[src/rtl/irq_pkg.sv]
package irq_pkg;
  localparam int unsigned LINES = 8;
  localparam int unsigned IDX_W = $clog2(LINES);
  typedef logic [LINES-1:0] line_vec_t;
  typedef logic [IDX_W-1:0] line_idx_t;
endpackage

[src/rtl/irq_msb_enc.sv]
module irq_msb_enc #(
  parameter int unsigned N     = 8,
  parameter int unsigned IDX_W = $clog2(N)
) (
  input  logic [N-1:0]     vec_i,
  output logic             any_o,
  output logic [IDX_W-1:0] idx_o
);
  // empty input reports the top index
  always_comb begin
    idx_o = IDX_W'(N - 1);
    for (int i = 0; i < int'(N); i++) begin
      if (vec_i[i]) idx_o = IDX_W'(i);
    end
  end
  assign any_o = |vec_i;
endmodule

[src/rtl/irq_state.sv]
module irq_state #(
  parameter int unsigned N = 8
) (
  input  logic         clk_i,
  input  logic         rst_ni,
  input  logic [N-1:0] irr_set_i,
  input  logic [N-1:0] irr_clr_i,
  input  logic [N-1:0] isr_set_i,
  input  logic [N-1:0] isr_clr_i,
  output logic [N-1:0] irr_o,
  output logic [N-1:0] isr_o
);
  // set wins over clear on both registers
  always_ff @(posedge clk_i or negedge rst_ni) begin
    if (!rst_ni) begin
      irr_o <= '0;
      isr_o <= '0;
    end else begin
      irr_o <= (irr_o & ~irr_clr_i) | irr_set_i;
      isr_o <= (isr_o & ~isr_clr_i) | isr_set_i;
    end
  end
endmodule

[src/rtl/irq_prio_core.sv]
module irq_prio_core #(
  parameter int unsigned N_LINES = irq_pkg::LINES,
  parameter int unsigned VEC_W   = 8,
  localparam int unsigned IDX_W  = $clog2(N_LINES)
) (
  input  logic               clk_i,
  input  logic               rst_ni,
  input  logic [N_LINES-1:0] req_i,
  input  logic [N_LINES-1:0] mask_i,
  input  logic [VEC_W-1:0]   vec_base_i,
  input  logic [N_LINES-1:0] casc_mask_i,
  input  logic               slave_present_i,
  input  logic               ack_i,
  input  logic               eoi_valid_i,
  input  logic               eoi_specific_i,
  input  logic [IDX_W-1:0]   eoi_line_i,
  input  logic [VEC_W-1:0]   slv_vec_i,
  output logic               irq_o,
  output logic               slv_ack_o,
  output logic [VEC_W-1:0]   vec_o,
  output logic               vec_valid_o
);
  logic [N_LINES-1:0] irr, isr, ge_top, win_oh, eoi_oh, irr_set;
  logic               irr_any, isr_any, ack_take, eoi_hit;
  logic [IDX_W-1:0]   irr_top, isr_top, eoi_idx;
  logic [VEC_W-1:0]   vec_d;

  irq_msb_enc #(.N(N_LINES), .IDX_W(IDX_W)) u_irr_enc (
    .vec_i(irr), .any_o(irr_any), .idx_o(irr_top)
  );
  irq_msb_enc #(.N(N_LINES), .IDX_W(IDX_W)) u_isr_enc (
    .vec_i(isr), .any_o(isr_any), .idx_o(isr_top)
  );

  // lines at or above the highest pending one
  for (genvar g = 0; g < N_LINES; g++) begin : g_ge
    assign ge_top[g] = (IDX_W'(g) >= irr_top);
  end

  assign irq_o     = irr_any && !(|(isr & ge_top));
  assign ack_take  = ack_i && irr_any;
  assign win_oh    = ack_take ? (N_LINES'(1) << irr_top) : '0;
  assign slv_ack_o = ack_take && casc_mask_i[irr_top] && slave_present_i;
  assign irr_set   = req_i & ~mask_i;

  assign eoi_idx = eoi_specific_i ? eoi_line_i : isr_top;
  assign eoi_hit = eoi_valid_i && (eoi_specific_i || isr_any);
  assign eoi_oh  = eoi_hit ? (N_LINES'(1) << eoi_idx) : '0;

  irq_state #(.N(N_LINES)) u_state (
    .clk_i    (clk_i),
    .rst_ni   (rst_ni),
    .irr_set_i(irr_set),
    .irr_clr_i(win_oh),
    .isr_set_i(win_oh),
    .isr_clr_i(eoi_oh),
    .irr_o    (irr),
    .isr_o    (isr)
  );

  assign vec_d = slv_ack_o ? slv_vec_i : (vec_base_i | VEC_W'(irr_top));

  always_ff @(posedge clk_i or negedge rst_ni) begin
    if (!rst_ni) begin
      vec_o       <= '0;
      vec_valid_o <= 1'b0;
    end else begin
      vec_valid_o <= ack_i;
      if (ack_i) vec_o <= vec_d;
    end
  end
endmodule

[config.mk]
export PLATFORM = sky130hd
export DESIGN_NAME = irq_prio_core
export DESIGN_NICKNAME = d
export VERILOG_FILES = /design/src/rtl/irq_pkg.sv /design/src/rtl/irq_msb_enc.sv /design/src/rtl/irq_state.sv /design/src/rtl/irq_prio_core.sv
export SDC_FILE = /design/constraint.sdc
export NUM_CORES = 1
export LEC_CHECK = 0
export BUFFER_PORTS_ARGS = -buffer_cell sky130_fd_sc_hd__buf_2
export CORE_MARGIN = 3
export CORE_UTILIZATION = 35
export CTS_CLUSTER_SIZE = 10
export DETAILED_ROUTE_END_ITERATION = 7
export HOLD_SLACK_MARGIN = 0.1
export SLEW_MARGIN = 10
export SYNTH_ARGS = -nofsm -noshare
export SYNTH_HDL_FRONTEND = slang
export SYNTH_HIERARCHICAL = 1
export SYNTH_SLANG_ARGS = --single-unit
[constraint.sdc]
create_clock -name clk_i -period 2.8 [get_ports clk_i]
set_input_delay 0 -clock clk_i [delete_from_list [all_inputs] [get_ports clk_i]]
set_output_delay 0 -clock clk_i [all_outputs]
set_load 0.05 [all_outputs]
==> impl_results.md <==
- Worst reg2reg path endpoint: vec_o[1]
- Worst Setup SP: u_state/irr_o[4]
- Reg-to-Reg Start: u_state/irr_o[4]
- Crit start category: flop
- Post-synth EDFFs: 0
- Crit path capture: vec_o[1]
- Die boundary height: 75.6 µm
- Ys flop type: dfrtp_1
- VDD IR-drop max: about 0.38 mV
- Status: finished, final reports clean
- Critical Path AT: 2.74 ns
- DIE AREA: roughly 0.0057 mm²
- Vias: 1750
- Fmax: 0.389 GHz
- Worst min-delay path class: in2reg
- CTS tree: yes
- CP max FO: 4
- CP Cell Sequence: nor2b_1 -> o21bai_1 -> o41a_1 -> mux4_2 -> nor2b_1 -> mux2i_1 -> dlygate4sd3_1 -> a21oi_1
- Maxcap violations: 0
- Die span in x: between 70 and 80 µm
- Via/cell ratio: 5.09
- Post-Synthesis Cell Area: 0.00170 mm²
- Post-CTS resize count: 0
- Clock buffer depth: 2
- Clock root cell: clkbuf_8
- Fill cells: ~430
- Residual DRC: 0
- Relative slew slack: 0.623
- Post-CTS Repair Setup Buffers: 0
- TritonRoute pass-1 iters: 4
- Synthesized Nets: about 250
- ANT nets after route: 0
- Initial DRC Count: 111
- Port bufs: slightly below 60
- Cells after Synth: 203
- Initial antenna violation count: 0
- Sequential area share after synthesis: 0.369
- Worst Max-Slew Pin Slew: 0.565 ns
- All-Layer GR Usage: 0.163
- R2R depth: 8
- CTS Hold Bufs: 33
- Final Hold Vio Count: 0
- First-pass GRT wire length: around 7.2 mm
- FP Rows: 24
- CP Buf/Inv Count: 1
- Worst-skew pair later-pin latency: 0.27 ns
- CP max stage delay: between 0.5 and 0.6 ns
- Core area: 0.00450 mm²
- CTS buffer count: 3
- Worst Setup End Kind: flop
- Ant diodes: 0
- GP Congestion: 0.769
- Crit path max-delay family: multiplexers
- Area growth, synth to finish: 41.2%
- Clock Pin Slew Worst Setup and Hold Paths: 0.09 ns
- Initial core utilization: 0.377
- Placed instance count: 307
- Nets: 342
- Flops & latches, synth: 25
- Tmin final: 2.57 ns
- PD cells: 597 mW/mm²
- P_leak: 1.12 nW
- CP Depth: 8
- Ys Warns: 6
- Post-synth cell types: 37
- Fin crit share: 0.919
- Crit path kind: reg2reg
- Post-synthesis async set-or-reset flop share: 1.00
- Drt wl/cell: roughly 13 µm
- Share of cells above drive strength 1: 0.253
- Final std cells w/o fill: 344
- # setup viols final: 0
- Sinks on Clock Net: 25
- CP dominant cell by count: nor2b_1
- Overflow after GRT: 0
- WP data required: 2.96 ns
- Vias in the first global route: 1619
- H-tree depth: 1
- Dpl hpwl: 3.24 mm
- Final Skew: around 0.0035 ns
- CP max stage cell: mux4_2
- Fin. max-slew vios: 0
- Largest net degree at the start of global routing: 26
- Unrepaired setup endpoints after global routing: no
- Io pins: 60
- Setup tns final: 0 ns
- WL final: 4.60 mm
- Setup slack, reg-to-reg: 0.23 ns
- Syn Area/Cell: 8.36 µm²
==> registers in the layout, summed over array words and instances (netlist names) <==
register and count:
vec_valid_o 1, u_state/irr_o 8, vec_o 8, u_state/isr_o 8
==> power by group <==
part           internal [mW]  switching, mW  total (mW)
clock network          0.102          0.115       0.217
registers              0.435          0.100       0.535
logic                  0.288          0.389       0.677
total                  0.825          0.604        1.43
==> stage by stage <==
stage | instance area (µm²) | util | setup WS [ns] | total power [mW] | hold WS [ns]
final | 2390 | 0.532 | 0.226 | 1.43 | 0.133
after global routing | 2390 | 0.532 | 0.0791 | 1.53 | 0.168
after CTS | 2390 | 0.532 | 0.220 | 1.44 | 0.130
after detailed placement | 2020 | 0.448 | 0.498 | 1.18 | 0.0384
after global placement | 2020 | 0.448 | 0.548 | 1.18 | 0.0290
after floorplan | 1700 | - | 0.579 | 1.04 | -0.296
==> kinds of logic after synthesis <==
family,Yosys count,share of synthesized area
multiplexers,6,0.0509
flip-flops,25,0.369
AND/OR/NAND/NOR,75,0.228
buffers and inverters,36,0.0907
AO/OA/AOI/OAI,61,0.262
==> worst min-delay path by stage <==
stage	from	endpoint	slack (ns)	depth (start not counted)
floorplan	rst_ni	u_state/irr_o[0]	-0.30	0
global placement	rst_ni	u_state/irr_o[2]	0.03	1
detailed placement	rst_ni	u_state/irr_o[2]	0.04	1
CTS	slv_vec_i[1]	vec_o[1]	0.13	4
global route	slv_vec_i[1]	vec_o[1]	0.17	4
finish	slv_vec_i[1]	vec_o[1]	0.13	4
==> cells in the mapped netlist, drive strengths merged, types with 2 or more instances <==
| cell type | count | area share |
|---|---|---|
| nor3 | 6 | 0.018 |
| o21ai | 10 | 0.032 |
| dfrtp | 25 | 0.37 |
| o41a | 2 | 0.013 |
| clkbuf | 5 | 0.012 |
| nand2 | 9 | 0.020 |
| o31a | 6 | 0.031 |
| nand2b | 5 | 0.018 |
| a21oi | 13 | 0.038 |
| a21o | 16 | 0.071 |
| nor2 | 32 | 0.071 |
| mux2i | 3 | 0.018 |
| nand3 | 3 | 0.0088 |
| buf | 4 | 0.019 |
| a22o | 2 | 0.010 |
| nor2b | 13 | 0.048 |
| o31ai | 2 | 0.0088 |
| o21bai | 2 | 0.0088 |
| mux4 | 2 | 0.027 |
| inv | 27 | 0.060 |
| nor4 | 4 | 0.029 |
==> tightest hold or removal path, cell delays in order <==
cell and delay, ns:
buf_2 0.09, nand4bb_1 0.10, o21ai_0 0.07, a21oi_1 0.11
==> layer usage <==
metal,GRT usage,up-vias,share of wire
met2,0.270,46,0.50
met3,0.0251,6,0.045
li1,-,888,-
met1,0.224,810,0.44
met4,0.0408,0,0.015
met5,0,-,0
==> layout make-up <==
class / count / area [µm²] / area share
inverter: 27 / 101 / 0.0423
tap: 52 / 65.1 / 0.0272
sequential: 25 / 626 / 0.261
multi-input combinational: 142 / 917 / 0.383
timing repair buffer: 94 / 641 / 0.268
clock buffer: 4 / 45.0 / 0.0188
==> layout by cell type (no fill, tap or decap), drive strengths merged, types with 2 or more instances in the layout <==
master       instances
o31a                 6
mux4                 2
nand2                9
buf                 61
o21ai               10
clkbuf               4
nor3                 6
inv                 27
dfrtp               25
o31ai                2
nand2b               5
nor2b               13
a22o                 2
nand3                3
a21oi               13
dlygate4sd3         33
o21bai               2
nor4                 4
a21o                16
nor2                32
o41a                 2
mux2i                3
No activity file was read; power rests on OpenSTA's default activity.
